==> src/rtl/nand_seq_pkg.sv <==
// Shared types for the NAND cycle sequencer.
// Assumes: op codes are fixed by the request interface contract.
package nand_seq_pkg;
    typedef enum logic [1:0] {
        OP_CMD   = 2'b00,
        OP_ADDR  = 2'b01,
        OP_WDATA = 2'b10,
        OP_READ  = 2'b11
    } fop_t;

    typedef enum logic [2:0] {
        ST_IDLE, ST_LEAD, ST_SETUP, ST_WLOW, ST_WHOLD,
        ST_RWAIT, ST_RLOW, ST_RHIGH
    } fstate_t;

    // Phase lengths in half flash periods (T/2).
    localparam int LEAD_H  = 2;
    localparam int SETUP_H = 2;
    localparam int WLOW_H  = 2;
    localparam int WHOLD_H = 2;
    localparam int RLOW_H  = 3;
    localparam int RHIGH_H = 1;
endpackage

==> src/rtl/fl_half_tick.sv <==
// Half-period tick generator: pulses once every HALF_DIV clocks.
// Assumes: clr restarts the count so that phases align to request acceptance.
module fl_half_tick #(
    parameter int HALF_DIV = 1
) (
    input  logic clk,
    input  logic rst_n,
    input  logic clr,
    output logic tick
);
    localparam int CW = (HALF_DIV > 1) ? $clog2(HALF_DIV) : 1;

    logic [CW-1:0] cnt;

    assign tick = (cnt == CW'(HALF_DIV - 1));

    // Divider counter, restarted on clear.
    always_ff @(posedge clk) begin
        if (!rst_n || clr || tick) cnt <= '0;
        else                       cnt <= cnt + 1'b1;
    end

    AST_TICK_CNT_RANGE: assert property (@(posedge clk) disable iff (!rst_n)
        int'(cnt) < HALF_DIV);
endmodule

==> src/rtl/fl_ready_timer.sv <==
// Synchronizes the flash ready line and reports when it has stayed high
// for WAIT_CLKS consecutive clocks. Any low sample restarts the count.
// Assumes: SYNC_STAGES >= 2.
module fl_ready_timer #(
    parameter int SYNC_STAGES = 2,
    parameter int WAIT_CLKS   = 42
) (
    input  logic clk,
    input  logic rst_n,
    input  logic ready_async,
    output logic rdy_ok
);
    localparam int TW = $clog2(WAIT_CLKS + 1);

    logic [SYNC_STAGES-1:0] sync_q;
    logic                   rdy_s;
    logic [TW-1:0]          cnt;

    assign rdy_s  = sync_q[SYNC_STAGES-1];
    assign rdy_ok = (cnt == TW'(WAIT_CLKS));

    // Two-or-more stage synchronizer for the asynchronous ready line.
    always_ff @(posedge clk) begin
        if (!rst_n) sync_q <= '0;
        else        sync_q <= {sync_q[SYNC_STAGES-2:0], ready_async};
    end

    // Saturating count of consecutive synchronized-high clocks.
    always_ff @(posedge clk) begin
        if (!rst_n || !rdy_s) cnt <= '0;
        else if (!rdy_ok)     cnt <= cnt + 1'b1;
    end

    AST_TIMER_NO_OVERFLOW: assert property (@(posedge clk) disable iff (!rst_n)
        int'(cnt) <= WAIT_CLKS);
    AST_TIMER_RESTART: assert property (@(posedge clk) disable iff (!rst_n)
        !rdy_s |=> (cnt == '0));
endmodule

==> src/rtl/nand_cycle_seq.sv <==
// NAND flash bus cycle sequencer: issues one command, address, data-write
// or data-read cycle per accepted request, timed in half flash periods.
// Assumes: clk is twice the flash clock times HALF_DIV, and the flash
// clock is at most 50 MHz; fl_ready is asynchronous.
module nand_cycle_seq
    import nand_seq_pkg::*;
#(
    parameter int DATA_W      = 8,
    parameter int HALF_DIV    = 1,
    parameter int READY_T     = 21,
    parameter int SYNC_STAGES = 2
) (
    input  logic              clk,
    input  logic              rst_n,
    input  logic              req_valid,
    input  logic [1:0]        req_op,
    input  logic [DATA_W-1:0] req_data,
    output logic              busy,
    output logic              rd_valid,
    output logic [DATA_W-1:0] rd_data,
    output logic              fl_cle,
    output logic              fl_ale,
    output logic              fl_we_n,
    output logic              fl_re_n,
    output logic [DATA_W-1:0] fl_dq_o,
    output logic              fl_dq_oe,
    input  logic [DATA_W-1:0] fl_dq_i,
    input  logic              fl_ready
);
    localparam int WAIT_CLKS = 2 * READY_T * HALF_DIV;
    localparam int PH_W      = 2;

    fstate_t           st;
    fop_t              op_q;
    logic [PH_W-1:0]   ph;
    logic [DATA_W-1:0] wdata_q;
    logic              tick, rdy_ok, accept, ph_done, latch_win;

    assign accept = req_valid && (st == ST_IDLE);

    fl_half_tick #(.HALF_DIV(HALF_DIV)) u_tick (
        .clk(clk), .rst_n(rst_n), .clr(accept), .tick(tick)
    );

    fl_ready_timer #(.SYNC_STAGES(SYNC_STAGES), .WAIT_CLKS(WAIT_CLKS)) u_rdy (
        .clk(clk), .rst_n(rst_n), .ready_async(fl_ready), .rdy_ok(rdy_ok)
    );

    // Phase length in half periods for the current state.
    function automatic int ph_len(input fstate_t s);
        case (s)
            ST_LEAD:  return LEAD_H;
            ST_SETUP: return SETUP_H;
            ST_WLOW:  return WLOW_H;
            ST_WHOLD: return WHOLD_H;
            ST_RLOW:  return RLOW_H;
            ST_RHIGH: return RHIGH_H;
            default:  return 1;
        endcase
    endfunction

    // Phase completion: timed phases by count, ready wait by timer.
    always_comb begin
        if (st == ST_RWAIT) ph_done = tick && rdy_ok;
        else                ph_done = tick && (int'(ph) == ph_len(st) - 1);
    end

    // Cycle state machine with data, enable and capture registers.
    always_ff @(posedge clk) begin
        if (!rst_n) begin
            st       <= ST_IDLE;
            op_q     <= OP_CMD;
            ph       <= '0;
            wdata_q  <= '0;
            fl_dq_o  <= '0;
            fl_dq_oe <= 1'b0;
            rd_valid <= 1'b0;
            rd_data  <= '0;
        end else begin
            rd_valid <= 1'b0;
            if (st == ST_IDLE) begin
                if (req_valid) begin
                    op_q    <= fop_t'(req_op);
                    ph      <= '0;
                    wdata_q <= req_data;
                    if (fop_t'(req_op) == OP_READ) begin
                        st       <= ST_RWAIT;
                        fl_dq_oe <= 1'b0;
                    end else if (!fl_dq_oe) begin
                        st       <= ST_LEAD;
                        fl_dq_oe <= 1'b1;
                    end else begin
                        st      <= ST_SETUP;
                        fl_dq_o <= req_data;
                    end
                end
            end else if (ph_done) begin
                ph <= '0;
                case (st)
                    ST_LEAD: begin
                        st      <= ST_SETUP;
                        fl_dq_o <= wdata_q;
                    end
                    ST_SETUP: st <= ST_WLOW;
                    ST_WLOW:  st <= ST_WHOLD;
                    ST_RWAIT: st <= ST_RLOW;
                    ST_RLOW: begin
                        st       <= ST_RHIGH;
                        rd_data  <= fl_dq_i;
                        rd_valid <= 1'b1;
                    end
                    default:  st <= ST_IDLE;
                endcase
            end else if (tick) begin
                ph <= ph + 1'b1;
            end
        end
    end

    // Pin decode from the state register.
    always_comb begin
        latch_win = (st == ST_SETUP) || (st == ST_WLOW) || (st == ST_WHOLD);
        fl_cle    = latch_win && (op_q == OP_CMD);
        fl_ale    = latch_win && (op_q == OP_ADDR);
        fl_we_n   = (st != ST_WLOW);
        fl_re_n   = (st != ST_RLOW);
        busy      = (st != ST_IDLE);
    end

    AST_CLE_ALE_EXCL: assert property (@(posedge clk) disable iff (!rst_n)
        !(fl_cle && fl_ale));
    AST_STROBES_EXCL: assert property (@(posedge clk) disable iff (!rst_n)
        !(!fl_we_n && !fl_re_n));
    AST_WDATA_STABLE: assert property (@(posedge clk) disable iff (!rst_n)
        !fl_we_n |-> ($stable(fl_dq_o) && fl_dq_oe));
    AST_OE_OFF_READ: assert property (@(posedge clk) disable iff (!rst_n)
        !fl_re_n |-> !fl_dq_oe);
    AST_RE_AFTER_READY: assert property (@(posedge clk) disable iff (!rst_n)
        $fell(fl_re_n) |-> $past(rdy_ok));
    AST_CAPTURE_AT_RISE: assert property (@(posedge clk) disable iff (!rst_n)
        rd_valid |-> $rose(fl_re_n));
    AST_STROBE_ONLY_BUSY: assert property (@(posedge clk) disable iff (!rst_n)
        (!fl_we_n || !fl_re_n) |-> busy);
endmodule

==> config.mk <==
export PLATFORM = sky130hd
export DESIGN_NAME = nand_cycle_seq
export DESIGN_NICKNAME = d
export VERILOG_FILES = /design/src/rtl/nand_seq_pkg.sv /design/src/rtl/fl_half_tick.sv /design/src/rtl/fl_ready_timer.sv /design/src/rtl/nand_cycle_seq.sv
export SDC_FILE = /design/constraint.sdc
export NUM_CORES = 1
export LEC_CHECK = 0
export CORE_MARGIN = 3
export CORE_UTILIZATION = 45
export DETAILED_ROUTE_END_ITERATION = 16
export PLACE_DENSITY = 0.76
export SLEW_MARGIN = 20
export SYNTH_ARGS = -nofsm -noshare
export SYNTH_HDL_FRONTEND = slang
export SYNTH_SLANG_ARGS = --single-unit
==> constraint.sdc <==
create_clock -name clk -period 1.5 [get_ports clk]
set_input_delay 0.3 -clock clk [delete_from_list [all_inputs] [get_ports clk]]
set_output_delay 0.3 -clock clk [all_outputs]
set_load 0.02 [all_outputs]
After elaboration in Yosys (flattened, before gate mapping) --
Cells that the tools add are included.
Operators by class: add/sub/neg operators 4, multiplexer cells 21, bitwise logic cells 4, equal/unequal tests 16, reduce and logical (&&, ||, !) cells 24
Operator list (count):
- $mux W8 | 6
- $eq A3 B32 Y1 | 1
- $mux W32 | 1
- $sub A32 B2 Y32 const B | 1
- $pmux W3 S5 | 1
- $mux W3 | 4
- $mux W2 | 5
- $eq A3 B3 Y1 const B | 3
- $add A6 B1 Y6 const B | 1
- $eq A3 B2 Y1 const B | 2
- $eq A6 B6 Y1 const B | 1
- $ne A2 B2 Y1 const B | 3
- $ne A3 B3 Y1 const B | 2
- $reduce_and A2 Y1 | 3
- $logic_and A1 B1 Y1 | 5
- $logic_or A1 B1 Y1 | 5
- $reduce_and A5 Y1 | 1
- $not A1 Y1 | 4
- $pmux W2 S2 | 1
- $reduce_bool A2 Y1 | 2
- $reduce_or A4 Y1 | 1
- $eq A3 B1 Y1 const B | 1
- $logic_not A3 Y1 | 1
- $mux W1 | 3
- other kinds (10) | 11
Word-level totals: input bits 22, output and inout port bits 23, flip-flop bits (word level) 42

Logic depth before layout (Yosys ltp) --
word-level depth 10, depth in mapped cells 7, gate-level depth less buffers 6

Cells and area by module --
From an unflattened synthesis, not the netlist that was laid out.
Second synthesis, totals: cells, all modules 244, area, all modules 2049.5 sq um
Modules (own cells, without submodules):
- nand_cycle_seq | times used 1, cells each 206, area each 1675.4 sq um
- fl_ready_timer | times used 1, cells each 35, area each 346.6 sq um
- fl_half_tick | times used 1, cells each 3, area each 27.5 sq um

Worst setup path after synthesis --
OpenSTA, ideal clock, no wires.
path kind flip-flop to output port, start point register st[2], end point output port fl_ale, slack -0.051 ns, arrival 1.251 ns, stages on the path, launching flop included 5, buffers on the path 2, cells stage by stage dfxtp_1 buf_2 buf_2 a21oi_1 nor3b_1
Between the ends: cells in the longest elaborated chain, start to end 4
RTL lines:
- start: declaration | RTL line nand_cycle_seq.sv:33 | fstate_t st;
- start signal: assignment | RTL line nand_cycle_seq.sv:71 | st <= ST_IDLE;
- start signal: assignment | RTL line nand_cycle_seq.sv:87 | st <= ST_RWAIT;
- start signal: assignment | RTL line nand_cycle_seq.sv:90 | st <= ST_LEAD;
- $eq A3 B2 Y1 | RTL line nand_cycle_seq.sv:122 | latch_win = (st == ST_SETUP) || (st == ST_WLOW) || (st == ST_WHOLD);
- $logic_or A1 B1 Y1 | RTL line nand_cycle_seq.sv:122
- $logic_or A1 B1 Y1 * | RTL line nand_cycle_seq.sv:122
- $logic_and A1 B1 Y1 * | RTL line nand_cycle_seq.sv:124 | fl_ale = latch_win && (op_q == OP_ADDR);
- end: declaration | RTL line nand_cycle_seq.sv:22 | output logic fl_ale,
Mark *: on every way between the ends. The rest lies on a longest branch, timed or not.

Final worst setup path --
start point register st[1], end point register fl_dq_o[0]
Between the ends: cells in the longest elaborated chain, start to end 10
RTL lines:
- $eq A3 B2 Y1 (tied with other cells) | RTL line nand_cycle_seq.sv:51 | case (s)
- $reduce_or A4 Y1 (no source line)
- $pmux W2 S2 | RTL line nand_cycle_seq.sv:51
- $mux W32 | RTL line nand_cycle_seq.sv:64 | if (st == ST_RWAIT) ph_done = tick && rdy_ok;
- $sub A32 B2 Y32 | RTL line nand_cycle_seq.sv:65 | else ph_done = tick && (int'(ph) == ph_len(st) - 1);
- $eq A3 B32 Y1 | RTL line nand_cycle_seq.sv:65
- $logic_and A1 B1 Y1 | RTL line nand_cycle_seq.sv:65
- $mux W1 | RTL line nand_cycle_seq.sv:64
- $reduce_bool A2 Y1 (no source line)
- $reduce_and A5 Y1 (no source line)
- end signal: assignment | RTL line nand_cycle_seq.sv:94 | fl_dq_o <= req_data;
- end signal: assignment | RTL line nand_cycle_seq.sv:102 | fl_dq_o <= wdata_q;
- end: declaration | RTL line nand_cycle_seq.sv:25 | output logic [DATA_W-1:0] fl_dq_o,
Parallel ways exist; a longest one is shown, timed or not. The select of a mux whose other input is x is not followed. A chain may end at the register's enable or synchronous reset.

==> results.ini <==
[status]
run_status = finished with violations
violations = setup timing

[timing]
postLayoutSetupSlackWorst_ps = -138.0
final.setup_skew_ps = 7.104
slew_viol_final = 0
fmax_ghz = 0.6105
min_period_over_period_pct = 109.2
setup_viol = 16
hold_viol_final = 0
rsz0062_at_grt = yes
post-route-min-period_ps = 1638

[logic_synthesis]
syn_inst = 220
synthTopCellsByCount = dfxtp_1 (42), nand2_1 (31), nor2_1 (22), mux2i_1 (17), a21oi_1 (15)
synth-main-ff-cell = dfxtp_1
ys_seq_elements = 42
yosys.cell_types.count = 44
muxShareOfSynthArea_pct = 8.690
ys_warn_count = 0
synth-edff-count = 0
synthXorXnorAreaFrac_pct = 2.684
synth_area_leaders = dfxtp_1 (43%), mux2i_1 (8.7%), nand2_1 (5.9%), nor2_1 (4.2%), o311a_1 (4.1%)
yosys.area_share.simple_pct = 21.09
syn-num-nets = 244
synth_top_area_share_pct = 42.94
syn-cell-area_um2 = 1958
postSynth.asyncResetShare_pct = 0
syn_avg_cell_area_um2 = 8.901
synth_compound_area_share_pct = 17.89
synth_top_family_by_area = simple AND/OR/NAND/NOR gates
synth_fa_ha_area_share_pct = 1.278
yosys.area.top_type = dfxtp_1
yosysSeqAreaShare_pct = 42.94
yosysMostFrequentCell = dfxtp_1

[layout]
drive_gt1_share_pct = 26.35
final_cells = 346
syn_to_final_growth_pct = 47.86
diodes = 0
nets = 320

[worst_setup_path]
rr_worst_depth = 6
worstSetupPathType = reg2reg
cp-start-kind = flop
rrSetupSlack_ps = -140
crit_path_end = fl_dq_o[0]
critPathSlowestCell = dfxtp_2
cp_num_cells = 6
cp_max_fo = 16
critical_path_required_ps = 1680
max_stage_delay_ps = 350
r2r_start = st[1]
crit_path_cell_trace = buf_6 > and3b_1 > o211ai_2 > a21oi_2 > buf_12 > o311a_1
end_kind = flop
crit_arrival_ps = 1820
rr_endpoint = fl_dq_o[0]
path_delay_family = compound AO/OA/AOI/OAI gates
critPathLaunch = st[1]
cp.buffers_inverters = 2

[pwr]
power_leakage_uw = 0.001327
vdd_drop_max_mv = 0.9984
p_per_area_nw_per_um2 = 1591

[die]
core_um2 = 4086
die-width_um = 71.97
initial_core_util_pct = 47.92
die_area_um2 = 5179
pin_count = 45
die_h_um = 71.97
rows = 23

[placement]
hpwl_um = 3300
place_congestion = 0.8655
port_buffers = 44
dp_slack_ps = -209.7
dp.cells = 332

[route]
drc = 0
viasPerCell = 5.162
firstDrtPassIters = 4
route.detailed.wl_per_inst_um = 13.92
drt_iter0_drc = 87
antenna_left = 0
vias = 1786
totalWireLength_um = 4817

[clock_network]
clockRootBuffer = clkbuf_8
cts_tree = done
clk_pin_slew_ps = 80
cts_hold_buffers = 0
insertion_delay_ps = 290
htree_levels = 2
cts_inserted_buffers = 5
cts_buffer_depth = 2
numClockSinks = 42

[global_route]
grt-ovfl-total = 0
grt_pass1_wl_um = 8190
antenna_found_initial = 0
grt_use_total_pct = 19.78
grt_max_degree = 17
grt_pass1_vias = 1826

[flow_run]
drv_cap = 0

[min_path]
min_path_type = reg2reg

==> repair_timing <==
| item | in CTS | in global routing |
|---|---|---|
| pin swaps | 5 | 1 |
| gates resized for setup | 63 | 2 |
| endpoints found under the setup margin | 36 | 18 |
| hold endpoints to repair | 0 | 0 |
| setup buffers | 6 | 1 |
==> cell families after synthesis <==
logic type	count (synthesis)
simple gates	84
other cells	1
mux	17
compound gates	47
buf+inv	21
xor+xnor	6
fa+ha+maj	2
flops	42
==> placed cells by master, fill, tap and decap left out, drive strengths merged, types with 8 or more instances in the layout <==
cell type      count
clkdlybuf4s50     21
buf               45
o21ai             13
nand2             31
mux2i             17
a21oi             16
o311a              8
dfxtp             42
dlygate4sd2       18
nor3               8
nor2              24
==> how the worst min path moves through the flow <==
| stage | from | end | slack (ps) | cells past startpoint |
|---|---|---|---|---|
| after floorplan | u_rdy.sync_q[0] | u_rdy.sync_q[1] | 410 | 1 |
| after global placement | u_rdy.sync_q[0] | u_rdy.sync_q[1] | 420 | 1 |
| after detailed placement | u_rdy.sync_q[0] | u_rdy.sync_q[1] | 430 | 1 |
| after CTS | u_rdy.sync_q[0] | u_rdy.sync_q[1] | 440 | 1 |
| after global routing | u_rdy.sync_q[0] | u_rdy.sync_q[1] | 460 | 1 |
| final | u_rdy.sync_q[0] | u_rdy.sync_q[1] | 440 | 1 |
==> area by class of cell <==
| type | instances | area [um2] |
|---|---|---|
| fill | 309 | 1191 |
| multi-input combinational | 157 | 1081 |
| sequential | 42 | 848.3 |
| timing repair buffer | 84 | 768.2 |
| clock buffer | 6 | 82.58 |
| tap | 50 | 62.56 |
| clock inverter | 1 | 30.03 |
| inverter | 6 | 22.52 |
==> worst register-to-register path: stages, from the launching register on <==
cell and delay [ps]:
dfxtp_2 350, buf_6 140, and3b_1 180, o211ai_2 250, a21oi_2 120, buf_12 160, o311a_1 330
==> state kept, by name (all words and copies together) (netlist names) <==
name,cells
st,3
fl_dq_oe,1
op_q,2
ph,2
wdata_q,8
rd_valid,1
rd_data,8
fl_dq_o,8
u_tick.cnt,1
u_rdy.sync_q,2
u_rdy.cnt,6
==> layer usage <==
layer	GRT usage, %	wire length [um]	up-vias
li1	-	-	914
met1	23.69	2219	830
met2	34.69	2380	36
met3	4.571	162	6
met4	6.889	54	0
met5	0	0	-
==> metrics by stage <==
| step | utilization [%] | power [uW] | hold slack, ps | setup TNS (ps) | cell area, um2 |
|---|---|---|---|---|---|
| 5_1_grt | 70.85 | 4851 | 460.4 | -2487 | 2895 |
| 6_report | 70.85 | 4608 | 437.6 | -1551 | 2895 |
| 2_1_floorplan | - | 2558 | 411.9 | 0 | 1964 |
| 4_1_cts | 70.76 | 4576 | 444.0 | -1108 | 2892 |
| 3_3_place_gp | 65.40 | 3340 | 416.8 | -2344 | 2673 |
| 3_5_place_dp | 65.40 | 3365 | 425.1 | -3130 | 2673 |
==> power breakdown <==
group | internal [uW] | total, uW | switching (uW)
logic | 1170 | 2280 | 1110
clock network | 532 | 905 | 372
registers | 1290 | 1420 | 125
Power figures use the tool's default switching activity.
